**config.mk**
```make
export PLATFORM = sky130hd
export DESIGN_NAME = bus_clk_band
export DESIGN_NICKNAME = d
export VERILOG_FILES = /design/src/rtl/bcb_pkg.sv /design/src/rtl/bcb_pacer.sv /design/src/rtl/bcb_accum.sv /design/src/rtl/bcb_grader.sv /design/src/rtl/bus_clk_band.sv
export SDC_FILE = /design/constraint.sdc
export NUM_CORES = 1
export LEC_CHECK = 0
export ABC_AREA = 1
export BUFFER_PORTS_ARGS = -buffer_cell sky130_fd_sc_hd__clkbuf_2
export CORE_ASPECT_RATIO = 0.9
export CORE_MARGIN = 8
export CORE_UTILIZATION = 35
export DETAILED_ROUTE_END_ITERATION = 7
export PLACE_DENSITY = 0.64
export SETUP_SLACK_MARGIN = 0.3
export SYNTH_ARGS = -nofsm -noshare
export SYNTH_HDL_FRONTEND = slang
export SYNTH_SLANG_ARGS = --single-unit
```
**constraint.sdc**
```tcl
create_clock -name clk_i -period 6.5 [get_ports clk_i]
set_input_delay 1.3 -clock clk_i [delete_from_list [all_inputs] [get_ports clk_i]]
set_output_delay 1.3 -clock clk_i [all_outputs]
set_load 0.01 [all_outputs]
```
**src/rtl/bcb_pkg.sv**
```systemverilog
package bcb_pkg;
  localparam int unsigned BAND_W = 2;

  typedef enum logic [1:0] {
    ST_IDLE   = 2'd0,
    ST_SAMPLE = 2'd1,
    ST_SCALE  = 2'd2,
    ST_CLASS  = 2'd3
  } bcb_state_e;
endpackage

```
**src/rtl/bcb_pacer.sv**
```systemverilog
// Paces the sample strobe and counts samples of one measurement.
module bcb_pacer #(
  parameter int unsigned GAP_W = 8,
  parameter int unsigned IDX_W = 7
) (
  input  logic             clk_i,
  input  logic             rst_ni,
  input  logic             restart_i,
  input  logic             run_i,
  input  logic [GAP_W-1:0] gap_i,
  output logic             strobe_o,
  output logic             last_o
);
  localparam logic [IDX_W-1:0] IDX_LAST = '1;

  logic [GAP_W-1:0] gap_q, gap_d;
  logic [GAP_W-1:0] cnt_q, cnt_d;
  logic [IDX_W-1:0] idx_q, idx_d;

  assign strobe_o = run_i && (cnt_q == gap_q);
  assign last_o   = strobe_o && (idx_q == IDX_LAST);

  always_comb begin
    gap_d = gap_q;
    cnt_d = cnt_q;
    idx_d = idx_q;
    if (restart_i) begin
      gap_d = gap_i;
      cnt_d = '0;
      idx_d = '0;
    end else if (strobe_o) begin
      cnt_d = '0;
      idx_d = idx_q + 1'b1;
    end else if (run_i) begin
      cnt_d = cnt_q + 1'b1;
    end
  end

  always_ff @(posedge clk_i or negedge rst_ni) begin
    if (!rst_ni) begin
      gap_q <= '0;
      cnt_q <= '0;
      idx_q <= '0;
    end else begin
      gap_q <= gap_d;
      cnt_q <= cnt_d;
      idx_q <= idx_d;
    end
  end

  // the interval counter never passes the captured gap
  p_gap_bound_r3: assert property (@(posedge clk_i) disable iff (!rst_ni)
    run_i |-> (cnt_q <= gap_q));
endmodule

```
**src/rtl/bcb_accum.sv**
```systemverilog
// Sums the samples; exposes the floor average including the sample in flight.
module bcb_accum #(
  parameter int unsigned CNT_W  = 9,
  parameter int unsigned LOG2_N = 7
) (
  input  logic             clk_i,
  input  logic             rst_ni,
  input  logic             clear_i,
  input  logic             add_i,
  input  logic [CNT_W-1:0] sample_i,
  output logic [CNT_W-1:0] avg_o
);
  localparam int unsigned ACC_W = CNT_W + LOG2_N;

  logic [ACC_W-1:0] acc_q, acc_d;
  logic [ACC_W-1:0] sum_w;

  assign sum_w = acc_q + ACC_W'(sample_i);
  assign avg_o = sum_w[ACC_W-1:LOG2_N];

  always_comb begin
    acc_d = acc_q;
    if (clear_i) acc_d = '0;
    else if (add_i) acc_d = sum_w;
  end

  always_ff @(posedge clk_i or negedge rst_ni) begin
    if (!rst_ni) acc_q <= '0;
    else acc_q <= acc_d;
  end

  // an addition never wraps the sum
  p_no_overflow_r4: assert property (@(posedge clk_i) disable iff (!rst_ni)
    (add_i && !clear_i) |=> (acc_q >= $past(acc_q)));
endmodule

```
**src/rtl/bcb_grader.sv**
```systemverilog
// Weights the count by the base constant and grades against pre-scaled edges.
module bcb_grader
  import bcb_pkg::*;
#(
  parameter int unsigned CNT_W   = 9,
  parameter int unsigned BASE_W  = 7,
  parameter int unsigned DIVISOR = 192,
  parameter int unsigned EDGE1   = 40,
  parameter int unsigned EDGE2   = 45,
  parameter int unsigned EDGE3   = 55
) (
  input  logic              clk_i,
  input  logic              rst_ni,
  input  logic              load_i,
  input  logic              judge_i,
  input  logic [CNT_W-1:0]  count_i,
  input  logic [BASE_W-1:0] base_i,
  output logic [BAND_W-1:0] band_o,
  output logic              valid_o
);
  localparam int unsigned PROD_W = CNT_W + BASE_W;
  localparam int unsigned N_EDGE = (1 << BAND_W) - 1;

  logic [PROD_W-1:0] prod_q, prod_d;
  logic [BAND_W-1:0] band_q, band_d, band_w;
  logic              valid_q, valid_d;
  logic [N_EDGE-1:0] over_w;

  for (genvar g = 0; g < N_EDGE; g++) begin : g_edge
    localparam int unsigned EDGE_MHZ = (g == 0) ? EDGE1 : ((g == 1) ? EDGE2 : EDGE3);
    localparam logic [PROD_W-1:0] LIM = PROD_W'(EDGE_MHZ * DIVISOR);
    assign over_w[g] = (prod_q >= LIM);
  end

  assign band_w = BAND_W'($countones(over_w));

  always_comb begin
    prod_d  = prod_q;
    band_d  = band_q;
    valid_d = judge_i;
    if (load_i) prod_d = PROD_W'(base_i) * PROD_W'(count_i);
    if (judge_i) band_d = band_w;
  end

  always_ff @(posedge clk_i or negedge rst_ni) begin
    if (!rst_ni) begin
      prod_q  <= '0;
      band_q  <= '0;
      valid_q <= 1'b0;
    end else begin
      prod_q  <= prod_d;
      band_q  <= band_d;
      valid_q <= valid_d;
    end
  end

  assign band_o  = band_q;
  assign valid_o = valid_q;

  // the result pulse lasts one cycle
  p_valid_single_r7: assert property (@(posedge clk_i) disable iff (!rst_ni)
    valid_o |=> !valid_o);
  // the band moves only with a result pulse
  p_band_hold_r9: assert property (@(posedge clk_i) disable iff (!rst_ni)
    !$stable(band_o) |-> valid_o);
endmodule

```
**src/rtl/bus_clk_band.sv**
```systemverilog
module bus_clk_band
  import bcb_pkg::*;
#(
  parameter int unsigned WORD_W  = 32,
  parameter int unsigned SIG_LSB = 12,
  parameter logic [WORD_W-SIG_LSB-1:0] SIG = 20'hABCDE,
  parameter int unsigned CNT_W   = 9,
  parameter int unsigned LOG2_N  = 7,
  parameter int unsigned BASE_W  = 7,
  parameter int unsigned GAP_W   = 8,
  parameter int unsigned DIVISOR = 192,
  parameter int unsigned EDGE1   = 40,
  parameter int unsigned EDGE2   = 45,
  parameter int unsigned EDGE3   = 55
) (
  input  logic              clk_i,
  input  logic              rst_ni,
  input  logic              start_i,
  input  logic [WORD_W-1:0] stored_word_i,
  input  logic [BASE_W-1:0] base_i,
  input  logic [GAP_W-1:0]  gap_i,
  input  logic [CNT_W-1:0]  count_i,
  output logic              sample_o,
  output logic [1:0]        band_o,
  output logic              valid_o
);
  // Reset: asserted asynchronously, released on the clock
  logic [1:0] rsync_q;
  logic       rst_sn;

  always_ff @(posedge clk_i or negedge rst_ni) begin
    if (!rst_ni) rsync_q <= '0;
    else rsync_q <= {rsync_q[0], 1'b1};
  end
  assign rst_sn = rsync_q[1];

  bcb_state_e        state_q, state_d;
  logic [CNT_W-1:0]  count_q, count_d;
  logic [BASE_W-1:0] base_q, base_d;
  logic              sig_ok, strobe, last, load, judge;
  logic [CNT_W-1:0]  avg;
  logic              unused_word_bits;

  assign sig_ok           = (stored_word_i[WORD_W-1:SIG_LSB] == SIG);
  assign unused_word_bits = ^stored_word_i[SIG_LSB-1:CNT_W];

  always_comb begin
    state_d = state_q;
    count_d = count_q;
    base_d  = base_q;
    if (start_i) begin
      base_d = base_i;
      if (sig_ok) begin
        state_d = ST_SCALE;
        count_d = stored_word_i[CNT_W-1:0];
      end else begin
        state_d = ST_SAMPLE;
      end
    end else begin
      case (state_q)
        ST_SAMPLE: if (last) begin
          state_d = ST_SCALE;
          count_d = avg;
        end
        ST_SCALE: state_d = ST_CLASS;
        ST_CLASS: state_d = ST_IDLE;
        default:  state_d = ST_IDLE;
      endcase
    end
  end

  always_ff @(posedge clk_i or negedge rst_sn) begin
    if (!rst_sn) begin
      state_q <= ST_IDLE;
      count_q <= '0;
      base_q  <= '0;
    end else begin
      state_q <= state_d;
      count_q <= count_d;
      base_q  <= base_d;
    end
  end

  assign load  = (state_q == ST_SCALE);
  assign judge = (state_q == ST_CLASS) && !start_i;

  bcb_pacer #(.GAP_W(GAP_W), .IDX_W(LOG2_N)) u_pacer (
    .clk_i     (clk_i),
    .rst_ni    (rst_sn),
    .restart_i (start_i),
    .run_i     (state_q == ST_SAMPLE),
    .gap_i     (gap_i),
    .strobe_o  (strobe),
    .last_o    (last)
  );

  bcb_accum #(.CNT_W(CNT_W), .LOG2_N(LOG2_N)) u_accum (
    .clk_i    (clk_i),
    .rst_ni   (rst_sn),
    .clear_i  (start_i),
    .add_i    (strobe && !start_i),
    .sample_i (count_i),
    .avg_o    (avg)
  );

  bcb_grader #(
    .CNT_W(CNT_W), .BASE_W(BASE_W), .DIVISOR(DIVISOR),
    .EDGE1(EDGE1), .EDGE2(EDGE2), .EDGE3(EDGE3)
  ) u_grader (
    .clk_i   (clk_i),
    .rst_ni  (rst_sn),
    .load_i  (load),
    .judge_i (judge),
    .count_i (count_q),
    .base_i  (base_q),
    .band_o  (band_o),
    .valid_o (valid_o)
  );

  assign sample_o = strobe;

  // a new request suppresses any result in flight
  p_restart_quiet_r8: assert property (@(posedge clk_i) disable iff (!rst_sn)
    start_i |=> !valid_o);
  // a signed word yields a result two edges later
  p_fast_path_r2: assert property (@(posedge clk_i) disable iff (!rst_sn)
    (start_i && sig_ok) ##1 !start_i ##1 !start_i |=> valid_o);
  // a signed word never raises the sample strobe
  p_fast_nostrobe_r2: assert property (@(posedge clk_i) disable iff (!rst_sn)
    (start_i && sig_ok) |=> !sample_o);
endmodule

```
==> impl_metrics.tcl, run 1 <==
set metrics [dict create \
    status "complete, no violations" \
    chipHeight_microns 143 \
    synth-seq-area-share_pct 28.7 \
    p_sw_mw 0.994 \
    slowest_delay_ns 0.54 \
    grt_usage_pct 13.5 \
    cts_resized 0 \
    drive_above_1_share_pct 11.1 \
    hold_viol 0 \
    netlist_area_sq_um 6280 \
    layout.nets 1070 \
    holdBufCountCts 0 \
    grt_pass1_wl_microns 25000 \
    drv_slew 0 \
    yosysWarnings 0 \
    area_growth_pct 12.2 \
    h-tree-depth 3 \
    layout_common_cells "nand2_1 (308), inv_1 (145), dfrtp_1 (71)" \
    power_mw 2.26 \
    cts_tree "done" \
    finalCriticalPeriod_ns 4.32 \
    core_area_sq_um 17600 \
    drc 0 \
    synth_top_area_share_pct 28.7 \
    row_count 46 \
    clock-sinks 72 \
    synthCells 886 \
    clk_latency_ns 0.34 \
    dr.pass1.iters 7 \
    place_congestion 0.850 \
    ys_types 32 \
    holdWs_ns 0.352 \
    tightest_slew_ns 0.911 \
    power.internal_mw 1.27 \
    io_buffer_count 59 \
    synth.avg_cell_area_sq_um 7.09 \
    fmax_ghz 0.231 \
    post_drt_wl_per_cell_microns 12.0 \
    crit_chain "nand2_1 > inv_1 > fa_1 > inv_1 > fa_1 > inv_1 > fa_1 > fa_1 > ha_1 > nand2_1 > o21ai_0 > nand2_1 > nand2_1 > nand2_1 > nand3_1 > o21ai_0" \
    holdPathStages 0 \
    slew_headroom_pct 39.3 \
    startpoint_type "flop" \
    dpl.cell_count 1155 \
    vias_per_cell 4.62 \
    fin_tns_setup_ns 0 \
    p_seq_share_pct 29.0 \
    maxCapViolCount 0 \
    start_util_pct 35.7 \
    peakVddDrop_mv 0.165 \
    path_common_cell "nand2_1" \
    post_cts_buffers 0 \
    vias 5410 \
    finalWorstSetupSlack_ns 2.18 \
    antenna_found_initial 0 \
    pwr_density_cell_nw_per_um2 321 \
    postLayoutCellArea_sq_um 7050 \
    arrival_ns 4.52 \
    critPathSlowestCell "fa_1" \
    rr_worst_depth 16 \
    die_area_sq_um 22500 \
    die_x_microns 157 \
    final_util_pct 40.0 \
    synth_area_leader_cell "dfrtp_1" \
    hpwlAfterDp_microns 11000 \
    path_class "reg -> reg" \
    final_common_cell "nand2_1" \
    clock_path_buffers 2 \
    timing.critical_path.to_type "flop" \
    crit_required_ns 6.70 \
    cellLeakagePower_nw 4.11 \
    yosys-top-cells-area "dfrtp_1 (29%), nand2_1 (18%), fa_1 (11%)" \
    skew_ns 0.00820 \
    antennaDiodeCount 0 \
    antenna_left 0 \
    postPlaceCellArea_sq_um 6750 \
    setup_violations 0 \
    grt_pass1_vias 5457 \
    fill_cells 1882 \
    grt_setup_unrepaired "false" \
    root_buffer "clkbuf_16" \
    pin_count 63 \
    ys_seq_elements 72 \
    gr-total-overflow 0 \
    min_path_type "reg -> reg" \
    numCtsBuffers 9 \
    p_comb_share_pct 48.7 \
    drt_iter0_drc 249 \
    synth_nets 1030 \
    min_period_over_period_pct 66.5 \
    grt_max_degree 71 \
    dp_slack_ns 2.21 \
    pwr-share-clk_pct 22.4 \
    crit_fanout 8 \
    clk_pin_slew_ns 0.06 \
    fin_cells 1170 \
    wirelength_microns 14100 \
    p_sw_share_pct 44.0 \
]
flip-flops by register name, indices dropped and copies added, names as in the netlist:
signal	flops
u_pacer.gap_q	8
u_grader.band_o	2
u_pacer.idx_q	7
state_q	2
u_grader.prod_q	10
count_q	9
rsync_q	2
u_pacer.cnt_q	8
u_grader.valid_o	1
u_accum.acc_q	16
base_q	7
critical path, delay by kind of cell (launching register included):
kind / cells / cell delay [ns]
DFF: 1 / 0.50
and+or+nand+nor: 6 / 0.57
buffers and inverters: 3 / 0.16
AOI/OAI and AO/OA: 2 / 0.59
adders and majority gates: 5 / 2.36
Yosys cell counts:
master / number
or2_2: 5
buf_6: 2
inv_1: 145
a21o_1: 1
nand2_1: 308
o21a_1: 3
buf_1: 3
fa_1: 36
nor2_1: 45
conb_1: 1
nand2_4: 1
ha_1: 49
o21ai_2: 1
xor2_1: 6
a21oi_1: 21
clkbuf_1: 23
xnor2_1: 9
nand2_2: 12
o21ai_0: 36
nor3_1: 7
a31oi_1: 1
nand3b_1: 2
nand3_1: 56
nand4_1: 19
dfrtp_1: 72
buf_2: 3
and2_1: 1
inv_2: 7
o31ai_1: 7
nor4_1: 1
o21bai_1: 2
nor2_2: 1
power by group through the flow:
| stage | sequential, mW | clock (mW) | combinational (mW) |
|---|---|---|---|
| 2_1_floorplan | 0.586 | 0 | 0.923 |
| 3_3_place_gp | 0.658 | 0 | 1.08 |
| 3_5_place_dp | 0.657 | 0 | 1.10 |
| 4_1_cts | 0.652 | 0.517 | 1.12 |
| 5_1_grt | 0.671 | 0.534 | 1.29 |
| 6_report | 0.655 | 0.506 | 1.10 |
worst paths after layout:
check | from | to | slack [ns]
worst max-delay path | count_q[3]$_DFFE_PN0P_ | u_grader.prod_q[9]$_DFFE_PN0N_ | 2.18
worst min-delay path | rsync_q[0]$_DFF_PN0_ | rsync_q[1]$_DFF_PN0_ | 0.35
worst max register to register | count_q[3]$_DFFE_PN0P_ | u_grader.prod_q[9]$_DFFE_PN0N_ | 2.18
worst min register to register | rsync_q[0]$_DFF_PN0_ | rsync_q[1]$_DFF_PN0_ | 0.35
max in group asynchronous | rsync_q[1]$_DFF_PN0_ | count_q[0]$_DFFE_PN0P_ | 5.44
min in group asynchronous | rsync_q[1]$_DFF_PN0_ | base_q[6]$_DFFE_PN0P_ | 0.47
cells by family (layout without fill, tap and decap cells):
family                   Yosys count  count (layout)  synth area share, %
adder cells (fa/ha/maj)           85              85                 21.2
other                              1               1               0.0597
flip-flops                        72              72                 28.7
AO/OA/AOI/OAI                     72              72                 6.33
AND/OR/NAND/NOR                  458             458                 30.4
buffers and inverters            183             227                 11.2
XOR/XNOR                          15              15                 2.09
area by class of cell:
cell class                      count  area, sq um  share of cell area (%)
Clock buffer                       10          239                    3.39
Clock inverter                      5         57.6                   0.816
Inverter                          152          571                    8.09
Multi-Input combinational cell    631         3780                    53.6
Sequential cell                    72         1800                    25.6
Tap cell                          240          300                    4.26
Timing Repair Buffer               60          303                    4.29
per-layer routing:
layer	part of all wire, %	routed length [microns]	vias up	track usage [%]
met3	3.9	547	6	2.18
li1	-	-	2805	-
met4	0.89	125	0	3.75
met5	0	0	-	0
met2	44	6130	89	21.8
met1	52	7270	2510	18.5
(Power assumes the default switching activity.)
==> run 2: changes to the inputs <==
==> constraint.sdc (replaced) <==
create_clock -name clk_i -period 4.3 [get_ports clk_i]
set_input_delay 0.86 -clock clk_i [delete_from_list [all_inputs] [get_ports clk_i]]
set_output_delay 0.86 -clock clk_i [all_outputs]
set_load 0.01 [all_outputs]
==> run 2 against run 1 <==
  * Die area is the same
  * First-iteration DRC count grew 56%
  * Flip-flop and latch count is the same
  * Clock-buffer cell count is the same
  * Worst hold slack lost 0.12 ns
  * Critical path depth is the same
  * Sequential power grew 45%
  * Via count grew 3.0%
  * Combinational power grew 97%
  * Critical endpoint is now u_grader.prod_q[12]$_DFFE_PN0N_
==> impl_metrics.tcl, run 2 (synthesis gave the netlist of run 1 again) <==
set metrics [dict create \
    crit_required_ns 4.50 \
    postPlaceCellArea_sq_um 6860 \
    clk_latency_ns 0.34 \
    largest_reg_flops 16 \
    row_count 46 \
    h-tree-depth 3 \
    place_congestion 0.865 \
    power.internal_mw 2.23 \
    layout_common_cells "nand2_1 (302), inv_1 (144), dfrtp_1 (60)" \
    final_common_cell "nand2_1" \
    startpoint_type "flop" \
    min_period_over_period_pct 90.6 \
    grt_pass1_vias 5408 \
    fin_cells 1199 \
    peakVddDrop_mv 0.374 \
    layout.nets 1098 \
    grt_usage_pct 13.6 \
    pwr_density_cell_nw_per_um2 525 \
    p_seq_share_pct 24.4 \
    setup_violations 0 \
    p_sw_share_pct 42.7 \
    area_growth_pct 18.2 \
    skew_ns 0.00958 \
    hold_viol 0 \
    drt_iter0_drc 388 \
    tightest_slew_ns 0.653 \
    die_x_microns 157 \
    chipHeight_microns 143 \
    wirelength_microns 14600 \
    pwr-share-clk_pct 20.0 \
    clock_path_buffers 2 \
    numCtsBuffers 9 \
    dr.pass1.iters 5 \
    path_class "reg -> reg" \
    drive_above_1_share_pct 17.1 \
    core_area_sq_um 17600 \
    holdBufCountCts 0 \
    antennaDiodeCount 0 \
    hpwlAfterDp_microns 11000 \
    gr-total-overflow 0 \
    min_path_type "reg -> async" \
    post_drt_wl_per_cell_microns 12.2 \
    pin_count 63 \
    top_regs "u_accum.acc_q: 16 flops, u_grader.prod_q: 10 flops, count_q: 9 flops" \
    postLayoutCellArea_sq_um 7430 \
    finalCriticalPeriod_ns 3.89 \
    drc 0 \
    grt_max_degree 51 \
    antenna_left 0 \
    cellLeakagePower_nw 4.25 \
    crit_fanout 5 \
    final_util_pct 42.2 \
    p_comb_share_pct 55.6 \
    vias 5574 \
    slew_headroom_pct 56.5 \
    start_util_pct 35.7 \
    clk_pin_slew_ns 0.06 \
    grt_pass1_wl_microns 24900 \
    drv_slew 0 \
    vias_per_cell 4.65 \
    cts_tree "done" \
    fin_tns_setup_ns 0 \
    io_buffer_count 59 \
    antenna_found_initial 0 \
    dpl.cell_count 1169 \
    maxCapViolCount 0 \
    arrival_ns 4.10 \
    die_area_sq_um 22500 \
    timing.critical_path.to_type "flop" \
    p_sw_mw 1.67 \
    grt_setup_unrepaired "false" \
    clock-sinks 72 \
    fmax_ghz 0.257 \
    largest_register "u_accum.acc_q" \
    fill_cells 1843 \
    root_buffer "clkbuf_16" \
    status "complete, no violations" \
]
[run 2: changes by cell type in the layout (fill, tap and decap cells not counted), sizes merged]
| cell | previous run | this run |
|---|---|---|
| buf | 1 | 29 |
| clkinv | 1 | 2 |
| clkinvlp | 3 | 2 |
| inv | 152 | 153 |
[run 2: worst paths after layout]
kind,cells past startpoint,slack [ns],to,from
worst min register to register,0,0.23,base_q[0]$_DFFE_PN0P_,rsync_q[1]$_DFF_PN0_
worst max register to register,16,0.41,u_grader.prod_q[12]$_DFFE_PN0N_,count_q[4]$_DFFE_PN0P_
worst min-delay path,0,0.23,base_q[0]$_DFFE_PN0P_,rsync_q[1]$_DFF_PN0_
min in group clk_i,0,0.36,rsync_q[1]$_DFF_PN0_,rsync_q[0]$_DFF_PN0_
worst max-delay path,16,0.41,u_grader.prod_q[12]$_DFFE_PN0N_,count_q[4]$_DFFE_PN0P_
max in group asynchronous,1,3.00,count_q[1]$_DFFE_PN0P_,rsync_q[1]$_DFF_PN0_
[run 2: area by class of cell]
cell class / instances / area (sq um) / share of cell area [%]
Inverter: 152 / 571 / 7.68
Tap cell: 240 / 300 / 4.04
Sequential cell: 72 / 1820 / 24.4
Timing Repair Buffer: 88 / 513 / 6.90
Clock buffer: 10 / 239 / 3.22
Clock inverter: 6 / 67.6 / 0.909
Multi-Input combinational cell: 631 / 3920 / 52.8
[run 2: what timing repair did]
action                                 CTS  global route
pin swaps                                0            19
setup buffers                            5             9
endpoints found under the hold margin    0             0
resized for setup                       11            28
setup endpoints to repair                7             9
[run 2: power groups by stage]
stage | combinational (mW) | sequential, mW | clock (mW)
3_5_place_dp | 1.72 | 0.968 | 0
4_1_cts | 1.88 | 0.951 | 0.796
6_report | 2.17 | 0.952 | 0.778
3_3_place_gp | 1.70 | 0.968 | 0
5_1_grt | 2.48 | 0.974 | 0.821
2_1_floorplan | 1.40 | 0.885 | 0
[run 2: critical path: stages, from the launching register on]
cell and delay [ns]:
dfrtp_2 0.44, buf_4 0.15, buf_4 0.13, nand2_1 0.07, inv_1 0.06, fa_1 0.45, fa_1 0.50, fa_1 0.49
ha_1 0.32, ha_1 0.37, inv_1 0.08, o21ai_0 0.27, nor2_1 0.11, nand3_1 0.10, nand2_1 0.05, nand3_1 0.07
o21ai_0 0.09
[run 2: per-layer routing]
metal	up-vias	routed length (microns)	track usage, %
li1	2868	-	-
met1	2566	7320	19.0
met2	121	6310	21.0
met3	19	737	2.33
met4	0	224	4.05
met5	-	0	0
[run 2: stage by stage]
stage          hold WS (ns)  setup WS, ns  power, mW
6_report              0.233         0.406       3.90
5_1_grt               0.282         0.268       4.27
4_1_cts               0.258         0.296       3.62
3_5_place_dp          0.244         0.158       2.69
3_3_place_gp          0.240         0.182       2.67
2_1_floorplan         0.331         0.337       2.28
